===== src/rtl/tkc_pkg.sv =====
package tkc_pkg;

    parameter int unsigned BLK_W   = 64;
    parameter int unsigned ROUNDS  = 8;
    parameter int unsigned NFUNC   = 4;
    parameter int unsigned TAP_A   = 14;
    parameter int unsigned TAP_B   = 15;
    parameter int unsigned POS_T3  = 12;
    parameter int unsigned POS_T2  = 24;
    parameter int unsigned POS_T1  = 36;
    parameter int unsigned POS_T0  = 48;

    localparam int unsigned SEL_W  = $clog2(NFUNC);
    localparam int unsigned TIME_W = 4;
    localparam int unsigned RND_W  = (ROUNDS > 1) ? $clog2(ROUNDS) : 1;
    localparam int unsigned STEP_W = (NFUNC > 1) ? $clog2(NFUNC) : 1;

    typedef logic [BLK_W-1:0]             word_t;
    typedef logic [SEL_W-1:0]             fsel_t;
    typedef fsel_t [NFUNC-1:0]            order_t;
    typedef logic [TIME_W-1:0]            tval_t;

    typedef enum logic [1:0] {
        FN_XOR  = 2'b00,
        FN_ADD  = 2'b01,
        FN_GRAY = 2'b10,
        FN_REV  = 2'b11
    } fn_e;

    typedef enum logic [1:0] {
        ST_IDLE = 2'd0,
        ST_PREP = 2'd1,
        ST_ROT  = 2'd2,
        ST_MIX  = 2'd3
    } st_e;

    typedef struct packed {
        word_t          data;
        logic [RND_W-1:0]  rnd;
        logic [STEP_W-1:0] step;
        order_t         order;
    } dpath_t;

    function automatic word_t rotl1(input word_t w);
        return {w[BLK_W-2:0], w[BLK_W-1]};
    endfunction

    function automatic tval_t delay_of(input word_t w);
        return {w[POS_T3], w[POS_T2], w[POS_T1], w[POS_T0]};
    endfunction

    function automatic word_t bitrev(input word_t w);
        word_t r;
        for (int i = 0; i < int'(BLK_W); i++) r[i] = w[BLK_W-1-i];
        return r;
    endfunction

    function automatic word_t to_gray(input word_t w);
        return w ^ (w >> 1);
    endfunction

endpackage


===== src/rtl/tkc_scrambler.sv =====
module tkc_scrambler
    import tkc_pkg::*;
(
    input  word_t kin,
    output word_t kout
);
    // Serial self-synchronous scrambler unrolled over the word, MSB handled first.
    word_t seq;

    always_comb begin
        seq = '0;
        for (int i = 0; i < int'(BLK_W); i++) begin
            logic b;
            b = kin[BLK_W-1-i];
            if (i >= int'(TAP_A)) b = b ^ seq[i-int'(TAP_A)];
            if (i >= int'(TAP_B)) b = b ^ seq[i-int'(TAP_B)];
            seq[i] = b;
        end
    end

    genvar g;
    generate
        for (g = 0; g < int'(BLK_W); g++) begin : g_map
            assign kout[BLK_W-1-g] = seq[g];
        end
    endgenerate
endmodule


===== src/rtl/tkc_key_rotator.sv =====
module tkc_key_rotator
    import tkc_pkg::*;
(
    input  logic  clk,
    input  logic  rst,
    input  logic  load,
    input  word_t load_key,
    input  logic  arm,
    input  logic  step,
    output word_t key_q,
    output tval_t tgt_q,
    output tval_t cnt_q,
    output logic  hit
);
    always_ff @(posedge clk) begin
        if (rst) begin
            key_q <= '0;
            tgt_q <= '0;
            cnt_q <= '0;
        end else if (load) begin
            key_q <= load_key;
            cnt_q <= '0;
        end else if (arm) begin
            tgt_q <= delay_of(key_q);
            cnt_q <= '0;
        end else if (step) begin
            key_q <= rotl1(key_q);
            cnt_q <= cnt_q + tval_t'(1);
        end
    end

    assign hit = (cnt_q == tgt_q);
endmodule


===== src/rtl/tkc_order_resolve.sv =====
module tkc_order_resolve
    import tkc_pkg::*;
(
    input  logic [NFUNC*SEL_W-1:0] sel_raw,
    output order_t                 order
);
    always_comb begin
        logic [NFUNC-1:0] used;
        used  = '0;
        order = '0;
        for (int j = 0; j < int'(NFUNC); j++) begin
            logic  found;
            fsel_t base;
            found = 1'b0;
            base  = sel_raw[j*SEL_W +: SEL_W];
            for (int k = 0; k < int'(NFUNC); k++) begin
                fsel_t cand;
                cand = fsel_t'(base + fsel_t'(k));
                if (!found && !used[cand]) begin
                    found       = 1'b1;
                    order[j]    = cand;
                    used[cand]  = 1'b1;
                end
            end
        end
    end
endmodule


===== src/rtl/tkc_mix_unit.sv =====
module tkc_mix_unit
    import tkc_pkg::*;
(
    input  fsel_t sel,
    input  word_t din,
    input  word_t rkey,
    output word_t dout
);
    always_comb begin
        unique case (fn_e'(sel))
            FN_XOR:  dout = din ^ rkey;
            FN_ADD:  dout = din + rkey;
            FN_GRAY: dout = to_gray(din ^ rkey);
            FN_REV:  dout = bitrev(din);
            default: dout = din;
        endcase
    end
endmodule


===== src/rtl/tkc_cipher_top.sv =====
module tkc_cipher_top
    import tkc_pkg::*;
(
    input  logic        clk,
    input  logic        rst,
    input  logic        start,
    input  logic [63:0] plaintext,
    input  logic [63:0] key,
    output logic [63:0] ciphertext,
    output logic        done
);
    st_e    st;
    dpath_t dp;
    word_t  scr_key;
    word_t  rot_key;
    tval_t  rot_tgt;
    tval_t  rot_cnt;
    logic   rot_hit;
    order_t new_order;
    word_t  mix_out;
    word_t  ct_r;
    logic   done_r;
    logic   busy;

    logic accept, do_arm, do_step, do_fix;
    logic last_step, last_round;

    assign busy       = (st != ST_IDLE);
    assign accept     = (st == ST_IDLE) && start;
    assign do_arm     = (st == ST_PREP);
    assign do_step    = (st == ST_ROT) && !rot_hit;
    assign do_fix     = (st == ST_ROT) && rot_hit;
    assign last_step  = (dp.step == STEP_W'(NFUNC-1));
    assign last_round = (dp.rnd == RND_W'(ROUNDS-1));

    tkc_scrambler u_scr (
        .kin  (key),
        .kout (scr_key)
    );

    tkc_key_rotator u_rot (
        .clk      (clk),
        .rst      (rst),
        .load     (accept),
        .load_key (scr_key),
        .arm      (do_arm),
        .step     (do_step),
        .key_q    (rot_key),
        .tgt_q    (rot_tgt),
        .cnt_q    (rot_cnt),
        .hit      (rot_hit)
    );

    tkc_order_resolve u_ord (
        .sel_raw (rot_key[NFUNC*SEL_W-1:0]),
        .order   (new_order)
    );

    tkc_mix_unit u_mix (
        .sel  (dp.order[dp.step]),
        .din  (dp.data),
        .rkey (rot_key),
        .dout (mix_out)
    );

    always_ff @(posedge clk) begin
        if (rst) begin
            st     <= ST_IDLE;
            dp     <= '0;
            ct_r   <= '0;
            done_r <= 1'b0;
        end else begin
            unique case (st)
                ST_IDLE: begin
                    if (start) begin
                        dp.data <= plaintext;
                        dp.rnd  <= '0;
                        dp.step <= '0;
                        done_r  <= 1'b0;
                        st      <= ST_PREP;
                    end
                end
                ST_PREP: st <= ST_ROT;
                ST_ROT: begin
                    if (rot_hit) begin
                        dp.order <= new_order;
                        dp.step  <= '0;
                        st       <= ST_MIX;
                    end
                end
                ST_MIX: begin
                    dp.data <= mix_out;
                    if (last_step) begin
                        if (last_round) begin
                            ct_r   <= mix_out;
                            done_r <= 1'b1;
                            st     <= ST_IDLE;
                        end else begin
                            dp.rnd <= dp.rnd + RND_W'(1);
                            st     <= ST_PREP;
                        end
                    end else begin
                        dp.step <= dp.step + STEP_W'(1);
                    end
                end
                default: st <= ST_IDLE;
            endcase
        end
    end

    assign ciphertext = ct_r;
    assign done       = done_r;

    logic unused_ok;
    assign unused_ok = do_fix ^ busy;
endmodule


===== config.mk =====
export PLATFORM = sky130hd
export DESIGN_NAME = tkc_cipher_top
export DESIGN_NICKNAME = d
export VERILOG_FILES = /design/src/rtl/tkc_pkg.sv /design/src/rtl/tkc_scrambler.sv /design/src/rtl/tkc_key_rotator.sv /design/src/rtl/tkc_order_resolve.sv /design/src/rtl/tkc_mix_unit.sv /design/src/rtl/tkc_cipher_top.sv
export SDC_FILE = /design/constraint.sdc
export NUM_CORES = 1
export LEC_CHECK = 0
export BUFFER_PORTS_ARGS = -buffer_cell sky130_fd_sc_hd__buf_2
export CAP_MARGIN = 20
export CORE_ASPECT_RATIO = 1.4
export CORE_UTILIZATION = 60
export CTS_CLUSTER_DIAMETER = 80
export CTS_CLUSTER_SIZE = 24
export DETAILED_ROUTE_END_ITERATION = 10
export GPL_ROUTABILITY_DRIVEN = 0
export PLACE_DENSITY = 0.82
export SLEW_MARGIN = 20
export SYNTH_ARGS = -nofsm -noshare
export SYNTH_HDL_FRONTEND = slang
export SYNTH_SLANG_ARGS = --single-unit

===== constraint.sdc =====
create_clock -name clk -period 6.69 [get_ports clk]
set_clock_uncertainty 0.05 [all_clocks]
set_input_delay 1.338 -clock clk [delete_from_list [all_inputs] [get_ports clk]]
set_output_delay 1.338 -clock clk [all_outputs]
set_load 0.02 [all_outputs]

### After elaboration in Yosys (flattened, before gate mapping)

Index checks and enable logic that the tools add are counted.
W data, S select, Z words.

| storage, ports and cells | value |
|---|---|
| output and inout port bits | 65 |
| logic and storage cells | 385 |
| input bits | 131 |
| register bits after elaboration | 216 |

| cells by class | value |
|---|---|
| multiplexer cells | 127 |
| $lt $le $gt $ge | 32 |
| add/subtract/negate cells | 16 |
| eq/ne operators | 16 |
| bitwise logic cells | 116 |
| reductions and logical operators | 65 |

Operator list:

| kind | number |
|---|---|
| $pmux W64 S4 | 1 |
| $mux W64 | 3 |
| $pmux W67 S2 | 1 |
| $xor A1 B1 Y1 | 99 |
| $mux W69 | 1 |
| $add A64 B64 Y64 | 1 |
| $xor A64 B63 Y64 | 1 |
| $xor A64 B64 Y64 | 1 |
| $mux W4 | 15 |
| $or A4 B4 Y4 | 14 |
| $lt A2 B3 Y1 const B | 17 |
| $mux W1 | 47 |
| $mux W2 | 21 |
| $bmux W1 S2 | 16 |
| $demux W1 S2 | 15 |
| $ge A2 B1 Y1 const B | 15 |
| $logic_and A1 B1 Y1 | 29 |
| $logic_not A1 Y1 | 21 |
| $add A2 B2 Y2 const B | 8 |
| $ne A2 B2 Y1 const B | 7 |
| $reduce_and A4 Y1 | 3 |
| $add A2 B1 Y2 const B | 5 |
| $eq A2 B2 Y1 const B | 5 |
| $mux W10 | 1 |
| 17 further kinds | 25 |

### Depth between registers and ports, before layout

| logic depth | value |
|---|---|
| word-level depth | 76 |
| mapped depth | 22 |

### By module

Synthesis repeated with hierarchy kept, for this count alone.

| second synthesis, totals | value |
|---|---|
| cell total of the unflattened synthesis | 2312 |
| area total of the unflattened synthesis | 18768.0 um2 |

By module, submodules not included:

| module | area each (um2) | cells each | times used |
|---|---|---|---|
| tkc_mix_unit | 5993.2 | 926 | 1 |
| tkc_cipher_top | 5885.6 | 658 | 1 |
| tkc_key_rotator | 3799.9 | 398 | 1 |
| tkc_scrambler | 1560.2 | 113 | 1 |
| tkc_order_resolve | 1529.0 | 217 | 1 |

### Least setup slack after synthesis

OpenSTA, ideal clock, no wires.

| timing path | value |
|---|---|
| path type | register to register |
| start | reg u_rot.key_q[3] |
| end | reg dp[7] (netlist name) |
| data arrival time | 4.610 ns |
| stages on the path, launching flop included | 23 |
| path buffers | 4 |
| clock period less this slack | 4.730 ns |
| library setup time | 0.070 ns |
| setup slack | 1.960 ns |
| path through | dfxtp_1 > buf_6 > buf_6 > clkinv_2 > ha_1 > or4_1 > o21ai_1 > o21bai_2 > and2_4 > mux4_2 > buf_6 > o221ai_2 > o211ai_2 > a211oi_2 > or2_1 > buf_6 > a21oi_4 > mux4_2 > nand3b_4 > a221oi_2 > nor3_2 > a311o_1 > a21oi_1 |

| on the way | value |
|---|---|
| word-level cells in the longest chain between the ends | 57 |
| elaborated cells between the ends (all ways) | 106 |
| classes of those cells | add/sub (3); order compare (8); mux (56); bitwise (11); reduce/logical (28) |

Ends and longest elaborated chain:

| element | line | source |
|---|---|---|
| from (decl) | tkc_key_rotator.sv:10 | `output word_t key_q,` |
| from (signal assigned) | tkc_key_rotator.sv:21 | `key_q <= load_key;` |
| from (signal assigned) | tkc_key_rotator.sv:27 | `key_q <= rotl1(key_q);` |
| $lt A2 B3 Y1 (not written as such) or $ge A2 B1 Y1 (tied branches) | tkc_order_resolve.sv:22 | `used[cand] = 1'b1;` |
| $logic_and A1 B1 Y1 (not written as such) | tkc_order_resolve.sv:22 |  |
| $mux W1 (not written as such) | tkc_order_resolve.sv:22 |  |
| $demux W1 S2 | n/a |  |
| $or A4 B4 Y4 (no line) | n/a |  |
| $mux W4 | tkc_order_resolve.sv:19 | `if (!found && !used[cand]) begin` |
| $bmux W1 S2 | tkc_order_resolve.sv:19 |  |
| $mux W1 (not written as such) | tkc_order_resolve.sv:19 |  |
| [41 not listed] | n/a |  |
| $logic_not A1 Y1 | tkc_order_resolve.sv:19 |  |
| $logic_and A1 B1 Y1 | tkc_order_resolve.sv:19 |  |
| $mux W4 | tkc_order_resolve.sv:19 |  |
| $bmux W1 S2 | tkc_order_resolve.sv:19 |  |
| $mux W1 (not written as such) | tkc_order_resolve.sv:19 |  |
| $logic_not A1 Y1 | tkc_order_resolve.sv:19 |  |
| $logic_and A1 B1 Y1 | tkc_order_resolve.sv:19 |  |
| $mux W2 (*) | tkc_order_resolve.sv:19 |  |
| to (decl) | tkc_cipher_top.sv:13 | `dpath_t dp;` |

Every way passes the cells marked *; elsewhere a longest branch is shown, timed or not. The select of a mux whose other input is x is not followed.
A chain may end at the register's enable or synchronous reset.

### Final worst setup path

| timing path | value |
|---|---|
| start | reg u_rot.key_q[2] |
| end | reg dp[75] (netlist name) |

| on the way | value |
|---|---|
| word-level cells in the longest chain between the ends | 3 |

Ends and longest elaborated chain:

| element | line | source |
|---|---|---|
| $add A64 B64 Y64 | tkc_mix_unit.sv:12 | `FN_ADD: dout = din + rkey;` |
| $pmux W64 S4 | tkc_mix_unit.sv:10 | `unique case (fn_e'(sel))` |
| $pmux W67 S2 | tkc_cipher_top.sv:73 | `unique case (st)` |

No other way between the ends.

==> metrics.cfg <==
[clocking]
insertion_delay_ns=0.50
clk_pin_slew_ns=0.11
cts_buffers=14
cts_sinks=216
hold_buffers=0
postCtsSetupBuffers=0
clockRootBuffer=clkbuf_16
htree_levels=1
cts_tree=yes
clock_tree.buffer_depth=3
post_cts_resized=0

[critical_path]
cp_slowest_cell=dfxtp_1
end_kind=flip-flop
critical_path_cell_count=18
cp.required_ns=6.98
cp-endpoint=dp[75]
r2r_slack_ns=0.90
start_kind=flip-flop
crit_fanout=25
r2r-start=u_rot.key_q[2]
cp_common_cell=a221o_1
critPathKind=flip-flop to flip-flop
startpoint=u_rot.key_q[2]
cp_top_family=compound AO/OA/AOI/OAI gates
max_stage_delay_ns=0.85
cp_cell_sequence=ha_1 -> ha_1 -> a221o_1 -> a221o_1 -> a221o_1 -> a221o_1 -> a21oi_1 -> o21ai_1 -> a21oi_1 -> o21ai_1 -> o21ai_1 -> a2111oi_0 -> nor3_1 -> nor2_1 -> a31oi_1 -> mux2_2 -> o211ai_1 -> a211oi_1
reg2reg_depth=18
arrival_ns=6.09
critPathBufInv=0
r2r_end=dp[75]

[power]
cellLeakagePower_nw=7.40
p_per_area_nw_per_um2=477
peakVddDrop_mv=0.278

[sta]
setup_viol_count_final=0
fin_crit_sh_pct=86.6
period_needed_ns=5.79
finalMaxSlewViolations=0
maxSlewHeadroom_pct=20.7
worstMarginPinSlew_ns=1.16
rsz0062_at_grt=no
setup_tns_ns=0
layout_setup_ws_ns=0.898
fmax_mhz=173
hold_viol=0

[min_path]
hp-class=flip-flop to flip-flop

[global_routing]
grt_usage_pct=36.1
grt_max_degree=125
grt_pass1_vias=15400
antenna_found_initial=0
grt.overflow.total=0
grt_pass1_wl_um=79800

[routing]
avgViaCountPerCell=6.36
wl_per_cell_um=19.7
totalWireLength_um=51400
dr.pass1.iters=9
drt_iter0_drc=1443
antenna_left=0
vias=16600
detail_route.drc_violations=1

[floorplan]
die_area_um2=28000
ios=196
dieWidth_um=142
core.rowCount=71
start_util_pct=61.0
die_height_um=197
core_area_um2=26800

[place]
io_buffers=195
dp_hpwl_um=37300
post_dp_cell_area_um2=17400
place_ws_ns=1.14

[finish]
areaGrowthSynthToFinish_pct=9.13
antenna_cells=0
fin_util_pct=66.6
drive_gt1_share_pct=12.9
fin_area_um2=17900
final_nets=2518
filler_cell_count=2340

[yosys]
synth.largest_area_cell=dfxtp_1
yosysUniqueCellTypes=92
yosysSeqAreaShare_pct=26.4
yosys_register_bits=216
yosysMostFrequentCell=nand2_1
async_flop_share_pct=0
yosys_warnings=0
synth_area_per_cell_um2=7.59
synth_ff_type=dfxtp_1
synth_nets=2438
ys_top_cells_by_area=dfxtp_1 26%, ha_1 11%, nand2_1 8.8%
syn-cell-area_um2=16400
synth_common_cells=385 x nand2_1, 268 x nor2_1, 216 x dfxtp_1
synth_edf_count=0
yosysTopAreaCellShare_pct=26.4
synthCells=2158

[flow_run]
cap_violations=0

[status]
outcome=finished, violations left
violations=design-rule violations

## sequential cells by signal, summed over array words and instances (netlist names)
register	count
u_rot.tgt_q	4
u_rot.key_q	64
dp	77
ciphertext	64
st	2
done	1
u_rot.cnt_q	4
## metrics by stage
step | hold WS (ns) | instances | power [mW]
after floorplan | 0.384 | 2158 | 6.19
after global routing | 0.420 | 2609 | 9.18
after global placement | 0.389 | 2587 | 7.25
after detailed placement | 0.394 | 2587 | 7.42
after CTS | 0.406 | 2609 | 8.40
final | 0.404 | 2609 | 8.51
## worst reg2reg max path, stage by stage (launching register included)
cell and delay (ns):
dfxtp_1 0.85, ha_1 0.43, ha_1 0.20, a221o_1 0.31, a221o_1 0.35, a221o_1 0.35
a221o_1 0.37, a21oi_1 0.29, o21ai_1 0.16, a21oi_1 0.17, o21ai_1 0.14, o21ai_1 0.30
a2111oi_0 0.29, nor3_1 0.35, nor2_1 0.14, a31oi_1 0.22, mux2_2 0.37, o211ai_1 0.20
a211oi_1 0.10
## cell usage in the layout, fill, tap and decap left out, drive strengths merged, types with 36 or more instances in the layout
master and n:
xnor2 96, nand2 385, a211oi 103, ha 148, a31oi 58, nor2 268
dfxtp 216, inv 36, nand3 42, xor2 70, mux2i 56, buf 213
a21oi 179, o21ai 62
## cell families after synthesis
group	synth area share (%)
fa+ha+maj	11.4
buf+inv	4.66
xor+xnor	8.88
mux	4.39
compound gates	24.2
flops	26.4
simple gates	20.0
## cell type report
| cell class | count | area (µm²) | share of cell area [%] |
|---|---|---|---|
| Multi-Input combinational cell | 1756 | 11400 | 63.6 |
| Sequential cell | 216 | 4320 | 24.2 |
| Timing Repair Buffer | 213 | 1120 | 6.25 |
| Tap cell | 365 | 457 | 2.56 |
| Clock buffer | 16 | 379 | 2.12 |
| Inverter | 37 | 140 | 0.784 |
| Clock inverter | 6 | 87.6 | 0.490 |
## report_power, final
| part | internal (mW) | leakage (nW) | switching, mW | total (mW) |
|---|---|---|---|---|
| combinational | 2.12 | 5.40 | 3.36 | 5.49 |
| sequential | 1.60 | 1.77 | 0.456 | 2.06 |
| clock | 0.463 | 0.225 | 0.504 | 0.967 |
## worst min path at each step
stage                         startpoint             end  slack [ns]  cells past startpoint
after floorplan                    dp[0]           dp[0]        0.38                      2
after global placement     ciphertext[5]   ciphertext[5]        0.39                      2
after detailed placement  ciphertext[44]  ciphertext[44]        0.39                      2
after CTS                 ciphertext[44]  ciphertext[44]        0.41                      2
after global routing       ciphertext[5]   ciphertext[5]        0.42                      2
final                      ciphertext[5]   ciphertext[5]        0.40                      2
## layer usage
metal,routed length [µm],up-vias,global-route usage [%]
li1,-,7843,-
met1,18900,7749,41.0
met2,24600,785,61.6
met3,3470,228,3.93
met4,4360,0,28.0
met5,0,-,0
No activity file was read; power rests on OpenSTA's default activity.
